==> config.mk <==
export PLATFORM = sky130hd
export DESIGN_NAME = cfw_watchdog
export DESIGN_NICKNAME = d
export VERILOG_FILES = /design/src/rtl/cfw_pkg.sv /design/src/rtl/cfw_bus_if.sv /design/src/rtl/cfw_sig_store.sv /design/src/rtl/cfw_check.sv /design/src/rtl/cfw_watchdog.sv
export SDC_FILE = /design/constraint.sdc
export NUM_CORES = 1
export LEC_CHECK = 0
export CELL_PAD_IN_SITES_DETAIL_PLACEMENT = 0
export CELL_PAD_IN_SITES_GLOBAL_PLACEMENT = 1
export CORE_ASPECT_RATIO = 1.4
export CORE_MARGIN = 2
export CORE_UTILIZATION = 50
export CTS_CLUSTER_DIAMETER = 50
export CTS_CLUSTER_SIZE = 10
export DETAILED_ROUTE_END_ITERATION = 10
export PLACE_DENSITY_LB_ADDON = 0.12
export SYNTH_ARGS = -nofsm -noshare
export SYNTH_HDL_FRONTEND = slang
export SYNTH_SLANG_ARGS = --single-unit
==> constraint.sdc <==
create_clock -name clk -period 1.4 [get_ports clk]
set_input_delay 0.35 -clock clk [delete_from_list [all_inputs] [get_ports clk]]
set_output_delay 0.35 -clock clk [all_outputs]
set_load 0.005 [all_outputs]
==> src/rtl/cfw_pkg.sv <==
package cfw_pkg;
    typedef enum logic [1:0] {
        ST_IDLE = 2'd0,
        ST_TEST = 2'd1,
        ST_SET  = 2'd2
    } cfw_state_e;
endpackage

==> src/rtl/cfw_bus_if.sv <==
module cfw_bus_if
    import cfw_pkg::*;
#(
    parameter int ADDR_W = 16,
    parameter int SIG_W  = 8,
    parameter int IDX_W  = 4,
    parameter logic [ADDR_W-1:0] TEST_ADDR = 16'h0200,
    parameter logic [ADDR_W-1:0] SET_ADDR  = 16'h0204,
    parameter logic [ADDR_W-1:0] TBL_BASE  = 16'h0100,
    parameter logic [SIG_W-1:0]  ENTRY_SIG = 8'h5A
) (
    input  logic              clk,
    input  logic              rst_n,
    input  logic              bus_we,
    input  logic              bus_instr,
    input  logic [ADDR_W-1:0] bus_addr,
    input  logic [SIG_W-1:0]  bus_wdata,
    input  logic [SIG_W-1:0]  rd_m1,
    input  logic [SIG_W-1:0]  rd_m2,
    output logic              tbl_we,
    output logic              tbl_sel,
    output logic [IDX_W-1:0]  tbl_widx,
    output logic [SIG_W-1:0]  tbl_wval,
    output logic [IDX_W-1:0]  rd_idx,
    output logic              cmp_en,
    output logic [SIG_W-1:0]  op_sig
);
    localparam int TAG_LSB = IDX_W + 1;

    cfw_state_e state_q, state_d;
    logic       wr_ok, hit_test, hit_set, hit_tbl, set_en;
    logic [SIG_W-1:0] sig_q;

    // bus decode
    always_comb begin
        wr_ok    = bus_we && !bus_instr;
        hit_test = wr_ok && (bus_addr == TEST_ADDR);
        hit_set  = wr_ok && (bus_addr == SET_ADDR);
        hit_tbl  = wr_ok && (bus_addr[ADDR_W-1:TAG_LSB] == TBL_BASE[ADDR_W-1:TAG_LSB]);
        tbl_we   = hit_tbl;
        tbl_sel  = bus_addr[0];
        tbl_widx = bus_addr[IDX_W:1];
        tbl_wval = bus_wdata;
        rd_idx   = bus_wdata[IDX_W-1:0];
    end

    // next state: identical from every state
    always_comb begin
        if (hit_test)
            state_d = ST_TEST;
        else if (hit_set)
            state_d = ST_SET;
        else
            state_d = ST_IDLE;
    end

    always_ff @(posedge clk or negedge rst_n) begin
        if (!rst_n)
            state_q <= ST_IDLE;
        else
            state_q <= state_d;
    end

    // outputs
    always_comb begin
        cmp_en = 1'b0;
        set_en = 1'b0;
        unique case (state_q)
            ST_IDLE: ;
            ST_TEST: cmp_en = 1'b1;
            ST_SET:  set_en = 1'b1;
            default: ;
        endcase
    end

    always_ff @(posedge clk or negedge rst_n) begin
        if (!rst_n)
            sig_q <= ENTRY_SIG;
        else if (set_en)
            sig_q <= (sig_q ^ rd_m1) ^ rd_m2;
    end

    assign op_sig = sig_q;
endmodule

==> src/rtl/cfw_sig_store.sv <==
module cfw_sig_store #(
    parameter int SIG_W = 8,
    parameter int NBLK  = 16,
    parameter int IDX_W = 4
) (
    input  logic             clk,
    input  logic             rst_n,
    input  logic             we,
    input  logic             sel,
    input  logic [IDX_W-1:0] widx,
    input  logic [SIG_W-1:0] wval,
    input  logic [IDX_W-1:0] ridx,
    output logic [SIG_W-1:0] rd_m1,
    output logic [SIG_W-1:0] rd_m2
);
    logic [SIG_W-1:0] m1_q [NBLK];
    logic [SIG_W-1:0] m2_q [NBLK];

    always_ff @(posedge clk or negedge rst_n) begin
        if (!rst_n) begin
            for (int i = 0; i < NBLK; i++) begin
                m1_q[i] <= '0;
                m2_q[i] <= '0;
            end
        end else if (we) begin
            if (sel)
                m2_q[widx] <= wval;
            else
                m1_q[widx] <= wval;
        end
    end

    always_ff @(posedge clk or negedge rst_n) begin
        if (!rst_n) begin
            rd_m1 <= '0;
            rd_m2 <= '0;
        end else begin
            rd_m1 <= m1_q[ridx];
            rd_m2 <= m2_q[ridx];
        end
    end
endmodule

==> src/rtl/cfw_check.sv <==
module cfw_check #(
    parameter int SIG_W = 8
) (
    input  logic             clk,
    input  logic             rst_n,
    input  logic             cmp_en,
    input  logic [SIG_W-1:0] op_sig,
    input  logic [SIG_W-1:0] ok_a,
    input  logic [SIG_W-1:0] ok_b,
    output logic             mismatch
);
    logic bad;

    always_comb bad = cmp_en && (op_sig != ok_a) && (op_sig != ok_b);

    always_ff @(posedge clk or negedge rst_n) begin
        if (!rst_n)
            mismatch <= 1'b0;
        else if (bad)
            mismatch <= 1'b1;
    end
endmodule

==> src/rtl/cfw_watchdog.sv <==
module cfw_watchdog #(
    parameter int ADDR_W = 16,
    parameter int SIG_W  = 8,
    parameter int NBLK   = 16,
    parameter logic [ADDR_W-1:0] TEST_ADDR = 16'h0200,
    parameter logic [ADDR_W-1:0] SET_ADDR  = 16'h0204,
    parameter logic [ADDR_W-1:0] TBL_BASE  = 16'h0100,
    parameter logic [SIG_W-1:0]  ENTRY_SIG = 8'h5A
) (
    input  logic              clk,
    input  logic              rst_n,
    input  logic              bus_we,
    input  logic              bus_instr,
    input  logic [ADDR_W-1:0] bus_addr,
    input  logic [SIG_W-1:0]  bus_wdata,
    output logic              mismatch
);
    localparam int IDX_W = $clog2(NBLK);

    logic             tbl_we, tbl_sel, cmp_en;
    logic [IDX_W-1:0] tbl_widx, rd_idx;
    logic [SIG_W-1:0] tbl_wval, rd_m1, rd_m2, sig_q;

    cfw_bus_if #(
        .ADDR_W(ADDR_W), .SIG_W(SIG_W), .IDX_W(IDX_W),
        .TEST_ADDR(TEST_ADDR), .SET_ADDR(SET_ADDR),
        .TBL_BASE(TBL_BASE), .ENTRY_SIG(ENTRY_SIG)
    ) u_bus (
        .clk(clk), .rst_n(rst_n), .bus_we(bus_we), .bus_instr(bus_instr),
        .bus_addr(bus_addr), .bus_wdata(bus_wdata),
        .rd_m1(rd_m1), .rd_m2(rd_m2),
        .tbl_we(tbl_we), .tbl_sel(tbl_sel), .tbl_widx(tbl_widx), .tbl_wval(tbl_wval),
        .rd_idx(rd_idx), .cmp_en(cmp_en), .op_sig(sig_q)
    );

    cfw_sig_store #(.SIG_W(SIG_W), .NBLK(NBLK), .IDX_W(IDX_W)) u_store (
        .clk(clk), .rst_n(rst_n), .we(tbl_we), .sel(tbl_sel),
        .widx(tbl_widx), .wval(tbl_wval), .ridx(rd_idx),
        .rd_m1(rd_m1), .rd_m2(rd_m2)
    );

    cfw_check #(.SIG_W(SIG_W)) u_chk (
        .clk(clk), .rst_n(rst_n), .cmp_en(cmp_en), .op_sig(sig_q),
        .ok_a(rd_m1), .ok_b(rd_m2), .mismatch(mismatch)
    );
endmodule

# After elaboration in Yosys (flattened, before gate mapping)
# Cells that the tools add are included.
# totals
reg_bits,283
inputBits,28
out_inout_bits,1
wordCells,76
# classes
n_lt_le_gt_ge,3
eq_ne,7
mux,14
bitwise_logic,5
n_reduce_logical,10
# ops
operator,n
128-bit bitwise mux,2
8-bit binary-select mux with 4-bit select,2
8-bit 2-to-1 mux,5
8-bit demux with 4-bit select,1
"16-bit by 10-bit == test with 1-bit output, second input constant",2
8-bit != test,2
8-bit XOR,2
"11-bit by 4-bit == test with 1-bit output, second input constant",1
"5-bit >= comparator, second input constant",2
4-bit inverter with 5-bit output,2
1-bit logical AND,7
"5-bit by 1-bit less-than comparator with 1-bit output, second input constant",1
2-bit 2-to-1 mux,2
2-bit AND reduction,2
"2-bit by 1-bit == test with 1-bit output, second input constant",1
"2-bit == test, second input constant",1
1-bit 2-to-1 mux,2
1-bit logical NOT,1
1-bit inverter,1

# Logic depth before layout (Yosys ltp)
# Gate-level depths: netlist (run 1).
# depth
word_depth,6
mapped_depth,6
depth_no_buf,4

# By module
# Synthesis (run 1) repeated with hierarchy kept, for this count alone.
# unflattened
hier_cells,833
hier_area_um2,12857.3
# by_module_without_submodules
mod,instances,cells_each,area_each_um2,seq_area_each_um2
cfw_sig_store,1,745,12009.0,6806.5
cfw_bus_if,1,64,641.9,255.2
cfw_check,1,24,206.4,25.0

# Worst setup path before layout (run 1)
# No wires, ideal clock.
# synth_path
path_kind,input-to-reg
startpoint,in bus_addr[7]
endpoint,reg u_store.m2_q[16] (netlist name)
setup_time_ps,125
arrival_time_ps,1927
required_time_ps,1275
slack_ps,-652
stages,4
path_buffers,0
cell_sequence,nor4_4 > nand3_2 > nor3_2 > mux2_2
# synth_between
elab_chain_cells,3
# synth_lines
item,line,text
"start, declared",cfw_watchdog.sv:14,"input logic [ADDR_W-1:0] bus_addr,"
11-bit by 4-bit == test with 1-bit output,cfw_bus_if.sv:39,hit_tbl = wr_ok && (bus_addr[ADDR_W-1:TAG_LSB] == TBL_BASE[ADDR_W-1:TAG_LSB]);
1-bit logical AND,cfw_bus_if.sv:39,
2-bit AND reduction (no line),--,
"end signal, assigned by index",cfw_sig_store.sv:27,m2_q[widx] <= wval;
"end, declared",cfw_sig_store.sv:17,logic [SIG_W-1:0] m2_q [NBLK];
# No other way between the ends.
# A chain may end at the register's enable or synchronous reset.

# Worst setup path after layout (run 1)
# layout_path
startpoint,in bus_addr[5]
endpoint,reg u_store.m1_q[49] (netlist name)
# layout_between
elab_chain_cells,3
# layout_lines
item,line,text
11-bit by 4-bit == test with 1-bit output,cfw_bus_if.sv:39,
1-bit logical AND,cfw_bus_if.sv:39,
2-bit AND reduction (no line),--,
"end signal, assigned by index",cfw_sig_store.sv:29,m1_q[widx] <= wval;
"end, declared",cfw_sig_store.sv:16,logic [SIG_W-1:0] m1_q [NBLK];
# No other way between the ends.

==> impl_results.md, run 1 <==
- Data arrival, critical path: 1990 ps
- Die Ht: between 150 and 200 um
- Max cap viols: 0
- DR WL/cell: about 25 um
- Worst R2R Start: u_store.m1_q[70]
- Core area: 25400 um^2
- CTS tree: yes
- Largest net degree at the start of global routing: 57
- Avg Cell Area, Syn: 15.7 um^2
- Max incr delay on CP: around 400 ps
- Post-DP HPWL: roughly 21000 um
- Final Max Slew Viols: 0
- # port buffers: 28
- Yosys reg bits: 283
- RSZ-0062 raised after global routing: yes
- DRC: 0
- Critical path cell sequence: buf_6, nor4_4, nand4_1, buf_4, or3_4, mux2_4
- Synth Instances: between 800 and 900
- Synth cell count leaders: 279 x dfrtp_1, 255 x mux2_2, 64 x mux4_2
- Routed Antenna Nets: 0
- Starting Density: between 50% and 60%
- Post-synthesis cell type count: 35
- Syn Nets: 851
- Critical Path RT: 1790 ps
- Ys Warns: 0
- Antenna violations before repair: 2
- DR vias/cell: roughly 6
- WP buf/inv: 2
- Area contributors post-synth: dfrtp_1 54%, mux2_2 22%, mux4_2 11%
- Min-Delay Startpoint: bus_addr[2]
- VDD IR max: a little under 1000 uV
- Die width: between 100 and 150 um
- Cell taking the most area after synthesis: dfrtp_1
- Detailed-route via count: 7702
- # rows: between 60 and 70
- Post-Syn Area: 12900 um^2
- Worst hold-check path type: in -> reg
- Gpl congestion: 0.768
- Post-synth EDFFs: 0
- Synth Flop Type: dfrtp_1
- Placed Instance Area: around 15000 um^2
- DRT iter0 DRCs: between 300 and 400
- Vias in the first global route: 8726
- Tot GR Track Use: between 20% and 30%
- Asr flop ratio synth: 100%
- Pleak: between 8 and 9 nW
- Final Hold Vio Count: 0
- Hold Slack: 183 ps
- First-pass GRT wire length: 52100 um
- Final WS setup: -196 ps
- Inserted Diodes: 0
- Final Setup Violations: 248
- CP top delay family: simple AND/OR/NAND/NOR gates
- Status: finished, violations left
- Crit end category: register
- Die ar.: 27100 um^2
- Total grt overflow: 0
- Fillers: 1729
- Worst Path Max Fanout: 8
- Min cycle time layout: 1600 ps
- Worst slew pin tran: 336 ps
- Failing checks: negative setup slack
- CP Class: in -> reg
- WL final: roughly 32000 um
- Slew headroom: between 70 and 80%
- H-tree levels: 2
- Final Instance Area: 17200 um^2
- Total CTS buffers: 35
- Most frequent cell after synthesis: dfrtp_1
- Final net count: 1001
- CTS sink cnt: 283
- Seq/Total Area, Yosys: roughly 55%
- Worst Skew: 7.43 ps
- Clk root buf: clkbuf_16
- Synth top area share: 54.2%
- Clock transition at path regs: 50 ps
- Top Ports: 29
- Power Density: 1010 nW/um^2
- Drt first pass iters: 6
- Clk buf depth: 3
- Worst Setup SP: bus_addr[5]
- Share of cells above drive strength 1: 62.1%
- Slowest cell on the critical path: or3_4
- Clk_lat worst skew: 510 ps
- Final Cycle Share: 114%
- FMAX: 0.626 GHz
- Critical Path Source Type: input pin
- Area grow syn2layout: 33.3%
-- metal layers --
layer	track usage, %	vias to the layer above	wire length, um
met5	0	-	13
met4	8.59	2	865
met3	3.11	57	846
met2	41.7	126	16800
met1	33.4	4183	13900
li1	-	3334	-
-- layout make-up --
class / count / area (um^2) / area share (%)
multi-input combinational: 483 / 6760 / 39.3
clock inverter: 4 / 70.1 / 0.408
inverter: 3 / 11.3 / 0.0656
timing repair buffer: 167 / 1910 / 11.1
tap: 319 / 399 / 2.32
clock buffer: 39 / 943 / 5.49
sequential: 283 / 7090 / 41.3
-- power by group --
group / total [W] / switching, W / internal [W]
registers: 0.00819 / 0.000000888 / 0.00819
clock network: 0.00829 / 0.00321 / 0.00508
logic: 0.000933 / 0.000569 / 0.000364
-- cell usage in the layout (no fill, tap or decap), drive strengths merged, types with 2 or more instances in the layout --
cell	instances
bufinv	2
clkdlybuf4s50	6
nor4	6
dfstp	4
dfrtp	279
clkinv	2
mux4	64
mux2	256
a22oi	32
nand2	29
nor2b	4
clkbuf	42
nand4	7
and2	2
nand3	4
inv	3
buf	154
dlygate4sd2	2
nor2	20
nor3	13
nand3b	2
xnor2	8
xor2	24
or3	5
nor3b	2
-- sequential cells by signal (all words and copies together) (netlist names) --
register,cells
u_chk.mismatch,1
u_store.rd_m1,8
u_bus.state_q,2
u_store.m2_q,128
u_store.rd_m2,8
u_store.m1_q,128
u_bus.op_sig,8
-- metrics by stage --
stage | cells | power (W) | util [%] | setup TNS (ps) | setup slack, ps
after floorplan | 823 | 0.00867 | - | -138680 | -633
after global placement | 1240 | 0.00917 | 58.5 | -256540 | -1010
after detailed placement | 1240 | 0.00920 | 58.5 | -266000 | -1090
after CTS | 1293 | 0.0176 | 66.9 | -12360 | -165
after global routing | 1298 | 0.0180 | 67.7 | -30830 | -259
final | 1298 | 0.0174 | 67.7 | -18030 | -196
-- cell families (layout without fill, tap and decap cells) --
group                  Yosys count  after routing  share of synthesized area (%)
multiplexers                   320            320                           33.6
AND/OR/NAND/NOR                 98             98                           5.40
flip-flops                     283            283                           55.0
AO/OA/AOI/OAI                   33             33                           1.94
XOR/XNOR                        32             32                           2.18
buffers and inverters           57            213                           1.89
-- path summary, 6_finish.rpt --
| kind | to | slack (ps) | depth (start not counted) |
|---|---|---|---|
| min | u_bus.state_q[0] | 180 | 3 |
| max reg2reg | u_store.rd_m1[6] | -20 | 3 |
| min in group asynchronous | u_store.m2_q[56] | 320 | 2 |
| min reg2reg | u_store.m2_q[56] | 500 | 1 |
| max in group asynchronous | u_store.m2_q[94] | 430 | 3 |
| max | u_store.m1_q[49] | -200 | 6 |
-- repair_timing --
item / in CTS / in global routing
cloned: 1 / 0
endpoints found under the hold margin: 23 / 0
pin swaps: 43 / 33
endpoints found under the setup margin: 276 / 274
hold buffers: 1 / 0
resized for setup: 331 / 48
setup buffers: 9 / 7
-- worst reg2reg max path, delay by kind of cell (launching register included) --
kind / cells / cell delay, ps
and+or+nand+nor: 1 / 140
muxes: 1 / 510
DFF: 1 / 380
AOI/OAI and AO/OA: 1 / 260
No activity file was read; power rests on OpenSTA's default activity.
==> run 2, diff against run 1 <==
Settings changed: CORE_ASPECT_RATIO 1.4 to default, CTS_BUF_LIST from default to sky130_fd_sc_hd__clkbuf_16, SYNTH_HIERARCHICAL from default to 1.
==> run 2 against run 1 <==
Compared with the run above: the flow still finishes with violations (negative setup slack); die area is 0.25% lower; clock skew is 3.5 ps higher; sequential power hardly changed; critical path type unchanged; critical endpoint is now u_store/m1_q[31]; power is 1.1% lower; worst setup slack worse by 250 ps.
==> impl_results.md, run 2 <==
- Final Instance Count excl. Fillers: 1286
- Clk root buf: clkbuf_16
- Crit end category: register
- Final WS setup: -449 ps
- Tot GR Track Use: around a quarter
- Routed Antenna Nets: 0
- Post-Syn Area: roughly 13000 um^2
- Worst hold-check path type: in -> reg
- Syn Nets: 861
- H-tree levels: 2
- Synth top area share: a little over half
- Synth Instances: 833
- Synth Flop Type: dfrtp_1
- RSZ-0062 raised after global routing: yes
- Clk_lat worst skew: roughly 500 ps
- CTS tree: yes
- Die width: 164 um
- Hold Slack: 278 ps
- Pre-CTS WS: -1310 ps
- # rows: 58
- FMAX: 0.541 GHz
- Post-DP HPWL: 19900 um
- DRT iter0 DRCs: 380
- Die ar.: 27000 um^2
- VDD IR max: 963 uV
- Starting Density: 51.1%
- Final Cycle Share: 132%
- Clock transition at path regs: 50 ps
- Slew headroom: 67.6%
- DR WL/cell: 23.9 um
- Area grow syn2layout: 30.1%
- WHS Path Cells: 5
- Pleak: 7.81 nW
- Inserted Diodes: 0
- Worst R2R Start: u_store/m1_q[96]
- Yosys reg bits: between 200 and 300
- Sequential group share of total power: between 40 and 50%
- Synth cell count leaders: 279 x dfrtp_1, 252 x mux2_2, 64 x mux4_2
- Sw frac: 21.9%
- # port buffers: 28
- Status: finished, violations left
- R2R setup slack: 10 ps
- Failing checks: negative setup slack
- Final Setup Violations: 256
- Dpl cells: 1226
- Cell taking the most area after synthesis: dfrtp_1
- Clk buf depth: 3
- DR vias/cell: slightly below 6
- Seq/Total Area, Yosys: 55.1%
- Most frequent cell after synthesis: dfrtp_1
- Fillers: 1658
- Vias in the first global route: 8452
- Most common cell after layout, fill and taps aside: dfrtp_1
- Final Max Slew Viols: 0
- First-pass GRT wire length: 49600 um
- CP Class: in -> reg
- Logic gate share of total power: between 5 and 6%
- Largest net degree at the start of global routing: 68
- Clock share of power: 46.7%
- Final Hold Vio Count: 0
- Die Ht: 164 um
- Detailed-route via count: 7546
- WL final: between 30000 and 40000 um
- Reg2Reg Depth: 3
- Core area: 25200 um^2
- Pint: ~0.013 W
- Share of cells above drive strength 1: 58.1%
- Asr flop ratio synth: 100%
- Avg Cell Area, Syn: 15.4 um^2
- Worst Path Max Fanout: 8
- Post-synth EDFFs: 0
- Data arrival, critical path: 2220 ps
- Post-synthesis cell type count: 32
- Power Density: 1030 nW/um^2
- Gpl congestion: 0.792
- Drt first pass iters: 5
- DRC: 0
- Total grt overflow: 0
- Min cycle time layout: 1850 ps
- Hold Path End: u_bus/state_q[1]
- Max cap viols: 0
- Antenna violations before repair: 0
- Critical Path RT: 1780 ps
- Final net count: 970
- Commonest cells after routing, fill and taps aside: 279 x dfrtp_1, 162 x mux2_4, 94 x mux2_2
- Total CTS buffers: 36
- CTS sink cnt: 283
- Setup TNS: -87970 ps
- Worst Skew: approximately 11 ps
- Area contributors post-synth: dfrtp_1 54%, mux2_2 22%, mux4_2 11%
- Worst slew pin tran: just under 500 ps
- Critical Path Source Type: input pin
- Reg2Reg Capture Point: u_store/rd_m1[0]
- Ys Warns: 6
- Biggest regs: u_store/m1_q (128), u_store/m2_q (128)
- Top Ports: 29
- Total power: between 0.015 and 0.02 W
- Min-Delay Startpoint: bus_addr[6]
- P_sw: 0.00377 W
[run 2: final cells by class]
type	count	area (um^2)	area share, %
Clock inverter	15	88.8	0.531
Inverter	1	3.75	0.0224
Sequential cell	283	7090	42.4
Clock buffer	37	926	5.54
Multi-Input combinational cell	476	6450	38.6
Timing Repair Buffer	144	1750	10.5
Tap cell	330	413	2.47
[run 2: what timing repair did]
action / CTS / global route
setup buffers: 2 / 5
cloned: 1 / 0
hold buffers: 1 / 0
setup endpoints to repair: 270 / 268
resized for setup: 222 / 44
hold endpoints to repair: 34 / 0
pin swaps: 18 / 17
[run 2: worst max-delay path by stage]
| stage | start | end | slack (ps) |
|---|---|---|---|
| 2_1_floorplan | bus_instr | u_store/m1_q[24] | -740 |
| 3_3_place_gp | bus_instr | u_store/m1_q[24] | -1310 |
| 3_5_place_dp | bus_instr | u_store/m2_q[57] | -1310 |
| 4_1_cts | bus_addr[14] | u_store/m1_q[30] | -470 |
| 5_1_grt | bus_addr[6] | u_store/m2_q[56] | -510 |
| 6_report | bus_addr[6] | u_store/m1_q[31] | -450 |
[run 2: metal layers]
layer | track usage [%] | share of wire, % | up-vias
li1 | - | - | 3257
met1 | 35.6 | 47 | 4102
met5 | 0 | 0 | -
met4 | 4.82 | 1.4 | 0
met3 | 3.61 | 4.1 | 34
met2 | 38.5 | 48 | 153
[run 2: kinds of logic after synthesis]
family / share of synthesized area, %
flops: 55.1
compound gates: 1.97
mux: 33.6
simple gates: 4.27
xor+xnor: 2.18
buf+inv: 2.83
[run 2: power groups by stage]
stage / Clock [W] / Sequential (W) / Combinational [W]
after floorplan: 0 / 0.00833 / 0.000387
after detailed placement: 0 / 0.00833 / 0.000923
final: 0.00804 / 0.00819 / 0.000987
after global routing: 0.00862 / 0.00818 / 0.00106
after global placement: 0 / 0.00833 / 0.000899
after CTS: 0.00824 / 0.00819 / 0.000990
[run 2: critical path, cell delays in order]
cell and delay [ps]:
buf_6 100, nor4b_4 280, nand3_2 160, nor3b_4 220, buf_6 160, nand4b_1 120
buf_6 170, nor3_4 190, buf_12 180, mux2_4 300
[run 2: metrics by stage]
stage	util [%]	cell area [um^2]
2_1_floorplan	-	13200
3_3_place_gp	58.3	14700
3_5_place_dp	58.3	14700
4_1_cts	65.6	16500
5_1_grt	66.4	16700
6_report	66.4	16700
